--- src/rtl/hostmsg_pkg.sv ---
package hostmsg_pkg;

  typedef enum logic [1:0] {RX_CMD, RX_DATA, RX_SKIP, RX_WAIT} rxState_t;
  typedef enum logic [1:0] {TX_IDLE, TX_REPLY, TX_UNSOL} txState_t;

  // strobes from control to datapath
  typedef struct packed {
    logic shiftIn;
    logic latchCmd;
    logic regWrite;
    logic loadReply;
    logic loadData;
    logic loadEvtWord;
    logic loadEvtData;
    logic shiftOut;
    logic evtPush;
    logic evtPop;
  } dpStrobe_t;

  function automatic logic isOwnWrite(input logic [15:0] op, input logic [7:0] mod);
    return op == {mod, 8'h00};
  endfunction

  // bits 13:10 of op (word bits 29:26) carry the count and are masked
  function automatic logic isOwnRead(input logic [15:0] op, input logic [7:0] mod);
    return ({op[15:14], op[9:8]} == {mod[7:6], mod[1:0]}) && (op[7:0] == 8'hC0);
  endfunction

  function automatic logic isForeignWrite(input logic [15:0] op, input logic [7:0] mod);
    return (op[7:0] == 8'h00) && !isOwnWrite(op, mod);
  endfunction

endpackage

--- src/rtl/hostmsg_dp.sv ---
module hostmsg_dp
  import hostmsg_pkg::*;
#(
  parameter logic [7:0] MOD_OP    = 8'h82,
  parameter int         NUM_REGS  = 16,
  parameter int         EVQ_DEPTH = 2
) (
  input  logic        clk,
  input  logic        rstN,
  input  dpStrobe_t   strobe,
  input  logic [7:0]  inData,
  input  logic [15:0] evtIndex,
  input  logic [31:0] evtData,
  output logic [15:0] rxOpNow,
  output logic [3:0]  countField,
  output logic [7:0]  outData,
  output logic        evqEmpty,
  output logic        evqFull
);

  localparam int REG_AW = (NUM_REGS > 1) ? $clog2(NUM_REGS) : 1;
  localparam int PTR_W  = (EVQ_DEPTH > 1) ? $clog2(EVQ_DEPTH) : 1;
  localparam int CNT_W  = $clog2(EVQ_DEPTH + 1);

  logic [23:0] rxShift;
  logic [31:0] rxWordNow;
  logic [30:0] cmdReg;
  logic [15:0] readIdx;
  logic [31:0] txShift;
  logic [31:0] bank [NUM_REGS];

  logic [15:0] evqIdx  [EVQ_DEPTH];
  logic [31:0] evqData [EVQ_DEPTH];
  logic [PTR_W-1:0] wrPtr, rdPtr;
  logic [CNT_W-1:0] evqCount;

  function automatic logic inRange(input logic [15:0] idx);
    return 32'(idx) < NUM_REGS;
  endfunction

  function automatic logic [PTR_W-1:0] nextPtr(input logic [PTR_W-1:0] p);
    return (p == PTR_W'(EVQ_DEPTH - 1)) ? '0 : p + PTR_W'(1);
  endfunction

  assign rxWordNow  = {rxShift, inData};
  assign rxOpNow    = rxWordNow[31:16];
  assign countField = cmdReg[29:26];
  assign outData    = txShift[31:24];
  assign evqEmpty   = (evqCount == '0);
  assign evqFull    = (evqCount == CNT_W'(EVQ_DEPTH));

  logic [31:0] rdValue;
  assign rdValue = inRange(readIdx) ? bank[readIdx[REG_AW-1:0]] : 32'h0;

  // receive shifter and command latch
  always_ff @(posedge clk) begin
    if (!rstN) begin
      rxShift <= '0;
      cmdReg  <= '0;
    end else begin
      if (strobe.shiftIn)  rxShift <= {rxShift[15:0], inData};
      if (strobe.latchCmd) cmdReg  <= rxWordNow[30:0];
    end
  end

  // register bank
  always_ff @(posedge clk) begin
    if (!rstN) begin
      for (int i = 0; i < NUM_REGS; i++) bank[i] <= '0;
    end else if (strobe.regWrite && inRange(cmdReg[15:0])) begin
      bank[cmdReg[REG_AW-1:0]] <= rxWordNow;
    end
  end

  // transmit shifter and read pointer
  always_ff @(posedge clk) begin
    if (!rstN) begin
      txShift <= '0;
      readIdx <= '0;
    end else begin
      if (strobe.loadReply) begin
        txShift <= {1'b0, cmdReg};
        readIdx <= cmdReg[15:0];
      end else if (strobe.loadData) begin
        txShift <= rdValue;
        readIdx <= readIdx + 16'd1;
      end else if (strobe.loadEvtWord) begin
        txShift <= {MOD_OP, 8'h00, evqIdx[rdPtr]};
      end else if (strobe.loadEvtData) begin
        txShift <= evqData[rdPtr];
      end else if (strobe.shiftOut) begin
        txShift <= {txShift[23:0], 8'h00};
      end
    end
  end

  // event queue
  always_ff @(posedge clk) begin
    if (!rstN) begin
      wrPtr    <= '0;
      rdPtr    <= '0;
      evqCount <= '0;
      for (int i = 0; i < EVQ_DEPTH; i++) begin
        evqIdx[i]  <= '0;
        evqData[i] <= '0;
      end
    end else begin
      if (strobe.evtPush) begin
        evqIdx[wrPtr]  <= evtIndex;
        evqData[wrPtr] <= evtData;
        wrPtr          <= nextPtr(wrPtr);
      end
      if (strobe.evtPop) rdPtr <= nextPtr(rdPtr);
      case ({strobe.evtPush, strobe.evtPop})
        2'b10:   evqCount <= evqCount + CNT_W'(1);
        2'b01:   evqCount <= evqCount - CNT_W'(1);
        default: evqCount <= evqCount;
      endcase
    end
  end


  evq_bound_chk: assert property (@(posedge clk) disable iff (!rstN)
    evqCount <= CNT_W'(EVQ_DEPTH));

endmodule

--- src/rtl/hostmsg_ctrl.sv ---
module hostmsg_ctrl
  import hostmsg_pkg::*;
#(
  parameter logic [7:0] MOD_OP = 8'h82
) (
  input  logic        clk,
  input  logic        rstN,
  input  logic        inValid,
  input  logic        outReady,
  input  logic        evtValid,
  input  logic [15:0] rxOpNow,
  input  logic [3:0]  countField,
  input  logic        evqEmpty,
  input  logic        evqFull,
  output logic        inReady,
  output logic        outValid,
  output dpStrobe_t   strobe
);

  rxState_t   rxState;
  txState_t   txState;
  logic [1:0] rxCnt;
  logic [1:0] txCnt;
  logic [4:0] wordsLeft;

  logic inFire, outFire, lastByte, wordEnd;
  logic startReply, startUnsol, replyFinish;

  assign inReady     = (rxState != RX_WAIT);
  assign outValid    = (txState != TX_IDLE);
  assign inFire      = inValid && inReady;
  assign outFire     = outValid && outReady;
  assign lastByte    = (txCnt == 2'd3);
  assign wordEnd     = outFire && lastByte;
  assign startReply  = (txState == TX_IDLE) && (rxState == RX_WAIT);
  assign startUnsol  = (txState == TX_IDLE) && !startReply && !evqEmpty;
  assign replyFinish = wordEnd && (txState == TX_REPLY) && (wordsLeft == 5'd0);

  always_comb begin
    strobe             = '0;
    strobe.shiftIn     = inFire;
    strobe.latchCmd    = inFire && (rxState == RX_CMD)  && (rxCnt == 2'd3);
    strobe.regWrite    = inFire && (rxState == RX_DATA) && (rxCnt == 2'd3);
    strobe.loadReply   = startReply;
    strobe.loadEvtWord = startUnsol;
    strobe.loadData    = wordEnd && (txState == TX_REPLY) && (wordsLeft != 5'd0);
    strobe.loadEvtData = wordEnd && (txState == TX_UNSOL) && (wordsLeft != 5'd0);
    strobe.evtPop      = wordEnd && (txState == TX_UNSOL) && (wordsLeft == 5'd0);
    strobe.shiftOut    = outFire && !lastByte;
    strobe.evtPush     = evtValid && !evqFull;
  end

  // receive sequencing
  always_ff @(posedge clk) begin
    if (!rstN) begin
      rxState <= RX_CMD;
      rxCnt   <= '0;
    end else begin
      case (rxState)
        RX_CMD: if (inFire) begin
          rxCnt <= rxCnt + 2'd1;
          if (rxCnt == 2'd3) begin
            if (isOwnWrite(rxOpNow, MOD_OP))          rxState <= RX_DATA;
            else if (isOwnRead(rxOpNow, MOD_OP))      rxState <= RX_WAIT;
            else if (isForeignWrite(rxOpNow, MOD_OP)) rxState <= RX_SKIP;
          end
        end
        RX_DATA, RX_SKIP: if (inFire) begin
          rxCnt <= rxCnt + 2'd1;
          if (rxCnt == 2'd3) rxState <= RX_CMD;
        end
        RX_WAIT: if (replyFinish) rxState <= RX_CMD;
        default: rxState <= RX_CMD;
      endcase
    end
  end

  // transmit sequencing
  always_ff @(posedge clk) begin
    if (!rstN) begin
      txState   <= TX_IDLE;
      txCnt     <= '0;
      wordsLeft <= '0;
    end else begin
      case (txState)
        TX_IDLE: begin
          txCnt <= '0;
          if (startReply) begin
            txState   <= TX_REPLY;
            wordsLeft <= {1'b0, countField} + 5'd1;
          end else if (startUnsol) begin
            txState   <= TX_UNSOL;
            wordsLeft <= 5'd1;
          end
        end
        TX_REPLY, TX_UNSOL: if (outFire) begin
          txCnt <= txCnt + 2'd1;
          if (lastByte) begin
            if (wordsLeft != 5'd0) wordsLeft <= wordsLeft - 5'd1;
            else                   txState   <= TX_IDLE;
          end
        end
        default: txState <= TX_IDLE;
      endcase
    end
  end


  reply_blocks_rx_chk: assert property (@(posedge clk) disable iff (!rstN)
    (txState == TX_REPLY) |-> (rxState == RX_WAIT));


  unsol_has_entry_chk: assert property (@(posedge clk) disable iff (!rstN)
    (txState == TX_UNSOL) |-> !evqEmpty);


  burst_limit_chk: assert property (@(posedge clk) disable iff (!rstN)
    wordsLeft <= 5'd16);

endmodule

--- src/rtl/hostmsg_regif.sv ---
module hostmsg_regif
  import hostmsg_pkg::*;
#(
  parameter logic [7:0] MOD_OP    = 8'h82,
  parameter int         NUM_REGS  = 16,
  parameter int         EVQ_DEPTH = 2
) (
  input  logic        clk,
  input  logic        rstN,
  input  logic        inValid,
  input  logic [7:0]  inData,
  output logic        inReady,
  output logic        outValid,
  output logic [7:0]  outData,
  input  logic        outReady,
  input  logic        evtValid,
  input  logic [15:0] evtIndex,
  input  logic [31:0] evtData,
  output logic        irqN
);

  dpStrobe_t   strobe;
  logic [15:0] rxOpNow;
  logic [3:0]  countField;
  logic        evqEmpty, evqFull;

  hostmsg_ctrl #(.MOD_OP(MOD_OP)) u_ctrl (
    .clk        (clk),
    .rstN       (rstN),
    .inValid    (inValid),
    .outReady   (outReady),
    .evtValid   (evtValid),
    .rxOpNow    (rxOpNow),
    .countField (countField),
    .evqEmpty   (evqEmpty),
    .evqFull    (evqFull),
    .inReady    (inReady),
    .outValid   (outValid),
    .strobe     (strobe)
  );

  hostmsg_dp #(.MOD_OP(MOD_OP), .NUM_REGS(NUM_REGS), .EVQ_DEPTH(EVQ_DEPTH)) u_dp (
    .clk        (clk),
    .rstN       (rstN),
    .strobe     (strobe),
    .inData     (inData),
    .evtIndex   (evtIndex),
    .evtData    (evtData),
    .rxOpNow    (rxOpNow),
    .countField (countField),
    .outData    (outData),
    .evqEmpty   (evqEmpty),
    .evqFull    (evqFull)
  );

  assign irqN = evqEmpty;


  out_hold_chk: assert property (@(posedge clk) disable iff (!rstN)
    (outValid && !outReady) |=> (outValid && $stable(outData)));

endmodule

--- config.mk ---
export PLATFORM = sky130hd
export DESIGN_NAME = hostmsg_regif
export DESIGN_NICKNAME = d
export VERILOG_FILES = /design/src/rtl/hostmsg_pkg.sv /design/src/rtl/hostmsg_dp.sv /design/src/rtl/hostmsg_ctrl.sv /design/src/rtl/hostmsg_regif.sv
export SDC_FILE = /design/constraint.sdc
export NUM_CORES = 1
export LEC_CHECK = 0
export BUFFER_PORTS_ARGS = -buffer_cell sky130_fd_sc_hd__buf_2
export CAP_MARGIN = 20
export CORE_MARGIN = 3
export CORE_UTILIZATION = 55
export CTS_CLUSTER_DIAMETER = 30
export DETAILED_ROUTE_END_ITERATION = 10
export GPL_TIMING_DRIVEN = 0
export MAX_ROUTING_LAYER = met4
export PLACE_DENSITY_LB_ADDON = 0.25
export SYNTH_ARGS = -nofsm -noshare
export SYNTH_HDL_FRONTEND = slang
export SYNTH_SLANG_ARGS = --single-unit
export TNS_END_PERCENT = 100
--- constraint.sdc ---
create_clock -name clk -period 14.6 [get_ports clk]
set_input_delay 2.92 -clock clk [delete_from_list [all_inputs] [get_ports clk]]
set_output_delay 2.92 -clock clk [all_outputs]
set_load 0.005 [all_outputs]
==> out/results.ini <==
[run_status]
status = complete, no violations

[power_and_ir_drop]
p_total_mw = 6.19
peakVddDrop_uv = 136
power.density_nw_per_um2 = 152
p_leak_nw = 14.7

[routing]
drt_iter0_drc = 2940
ant_nets = 0
vias = 22900
drc = 0
dr.pass1.iters = 9
met1_length_um = 39900
dr_wl_met2_um = 46200
vias_per_cell = 6.33
top_layer = met4
routed_wl_um = 103000
routedWlPerCell_um = 28.6
wl_met3_um = 12200

[grt]
track_usage_pct = 33.7
grt_pass1_vias = 23100
antenna_found_initial = 1
grt_max_degree = 30
gr-total-overflow = 0
grt_pass1_wl_um = 149000

[timing]
post-route-period-util_pct = 36.2
report.final.hold_viol_count = 0
finalCriticalPeriod_ns = 5.28
tightest_slew_ns = 1.18
tns_ns = 0
clock_skew_ns = 0.0245
slew_viol_final = 0
maxClockFrequency_ghz = 0.189
finalSetupViolations = 0
timing.final.ws_setup_ns = 9.32
relSlewSlack_pct = 21.6
rsz0062_at_grt = no

[yosys]
synthSimpleGateAreaFrac_pct = 16.6
muxShareOfSynthArea_pct = 12.2
ys_seq_elements = 733
ys_warn_count = 0
synth_xor_area_share_pct = 0.446
synth-seq-area-share_pct = 62.1
synth_flop_cell = edfxtp_1
synth_fp_nets = 2552
syn_area_um2 = 33400
synth_compound_area_share_pct = 5.02
synth.avg_cell_area_um2 = 13.5
synth_top_family_by_area = simple AND/OR/NAND/NOR gates
synth_edf_count = 608
syn_inst = 2478
synthAdderAreaFrac_pct = 0.487
yosysUniqueCellTypes = 63
ys_async_sr_fraction_pct = 0

[final_layout]
multi_input_area_um2 = 11800
final_cell_count_no_fill = 3622
stdcell_area_um2 = 40600
final_nets = 2800
fillers = 4035
final-seq-area_um2 = 20800
drive_gt1_share_pct = 21.0
area_growth_pct = 21.6

[place]
hpwl_um = 70100
io_buffers = 70
dp.cells = 3348
dpl_cell_area_um2 = 35500
place_ws_ns = 8.67
gp_congestion = 0.972

[cts]
cts_resized = 0
cts_buffers = 147
cts_tree = built
clock_latency_ns = 0.71
holdBufCountCts = 0
cts.clk_slew.worst_paths_ns = 0.04
cts_max_level = 4
clock_path_buffers = 3
cts_sinks = 733
root_buffer = clkbuf_16
cts_setup_buffers = 0

[die]
rows = 89
floorplan.die_area_um2 = 63700
fp.dieW_um = 252
coreArea_um2 = 59600
start_util_pct = 56.1
die_y_um = 252
ioPinCount = 72

[critical_path]
worst_setup_path_end_kind = flop
worstPathArrival_ns = 5.68
start_kind = input pin
required_ns = 15.00
cp_max_fo = 17
crit_type = in2reg

[hold_path]
hold_class = reg2reg

[run]
maxCapViolations = 0

==> worst paths after layout <==
path,slack [ns],to,cells past startpoint,startpoint
worst max-delay path,9.32,u_dp.bank[4][24],7,inValid
worst min-delay path,0.46,u_dp.cmdReg[23],2,u_dp.cmdReg[23]
worst max register to register,11.02,u_dp.bank[4][24],7,u_ctrl.rxState[0]
worst min register to register,0.46,u_dp.cmdReg[23],2,u_dp.cmdReg[23]
==> logic make-up after synthesis <==
family	count (synthesis)
and+or+nand+nor	968
xor gates and xnor gates	17
DFF	733
AOI/OAI and AO/OA	264
muxes	242
adders and majority gates	13
buffers and inverters	241
==> flip-flops by register name (all words and copies together), names as in the netlist, 2 cells and up, named ones only <==
| register | count |
|---|---|
| u_dp.evqIdx | 32 |
| u_ctrl.rxCnt | 2 |
| u_dp.rxShift | 24 |
| u_ctrl.txState | 2 |
| u_dp.cmdReg | 31 |
| u_dp.readIdx | 16 |
| u_dp.txShift | 32 |
| u_ctrl.wordsLeft | 5 |
| u_ctrl.txCnt | 2 |
| u_dp.evqCount | 2 |
| u_dp.bank | 512 |
| u_ctrl.rxState | 2 |
| u_dp.evqData | 64 |
==> final cells by class <==
class | instances | share of cell area (%)
sequential | 733 | 51.1
antenna | 1 | 0.00616
tap | 773 | 2.38
clock inverter | 90 | 2.68
multi-input combinational | 1504 | 29.0
buffer | 225 | 2.44
timing repair buffer | 99 | 2.42
clock buffer | 181 | 9.86
inverter | 16 | 0.148
==> where the power goes <==
group / total [mW] / internal [mW] / switching, mW
clock: 3.44 / 2.34 / 1.09
combinational: 0.344 / 0.123 / 0.221
sequential: 2.41 / 2.36 / 0.0439
==> stage by stage <==
| stage | hold slack [ns] | util, % |
|---|---|---|
| after floorplan | 0.436 | - |
| after global routing | 0.479 | 68.2 |
| after CTS | 0.455 | 68.1 |
| after global placement | 0.450 | 58.3 |
| after detailed placement | 0.447 | 59.6 |
| final | 0.456 | 68.2 |
==> synth_stat cells, types with 11 or more instances <==
cell type  count  area [um2]
nand3_1       49         245
nor2b_1       14        87.6
nor2_1        44         165
o221ai_1      17         149
a221oi_1      12         105
a21oi_1       97         485
inv_1         14        52.6
nand2b_1      11        68.8
mux2i_1       81         811
mux4_2       128        2880
nand2_1      167         627
edfxtp_1     608       18300
o22ai_1       14        87.6
ha_1          13         163
buf_2         34         170
buf_4         21         158
clkbuf_1     142         533
and2_1       610        3820
a22oi_1       20         150
clkbuf_2      19        95.1
o21ai_0       43         215
dfxtp_1      125        2500
mux2_2        33         372
==> placed cells by master (no fill, tap or decap), types with 81 or more instances in the layout <==
master / instances
and2_1: 610
edfxtp_1: 608
nand2_1: 167
clkbuf_1: 165
clkbuf_16: 155
mux4_2: 128
dfxtp_1: 125
buf_2: 104
a21oi_1: 97
mux2i_1: 81
==> worst max-delay path: stages <==
cell and delay, ns:
buf_2 0.11, nor2b_1 0.33, and4_1 0.27, nand4_1 0.49
nor3_2 0.62, nand2b_2 0.65, buf_16 0.25
==> layer usage <==
layer	vias to the layer above	GRT usage, %
met4	0	16.6
met3	332	8.51
li1	9609	-
met1	11400	44.5
met5	-	-
met2	1558	49.1
(Power assumes the default switching activity.)
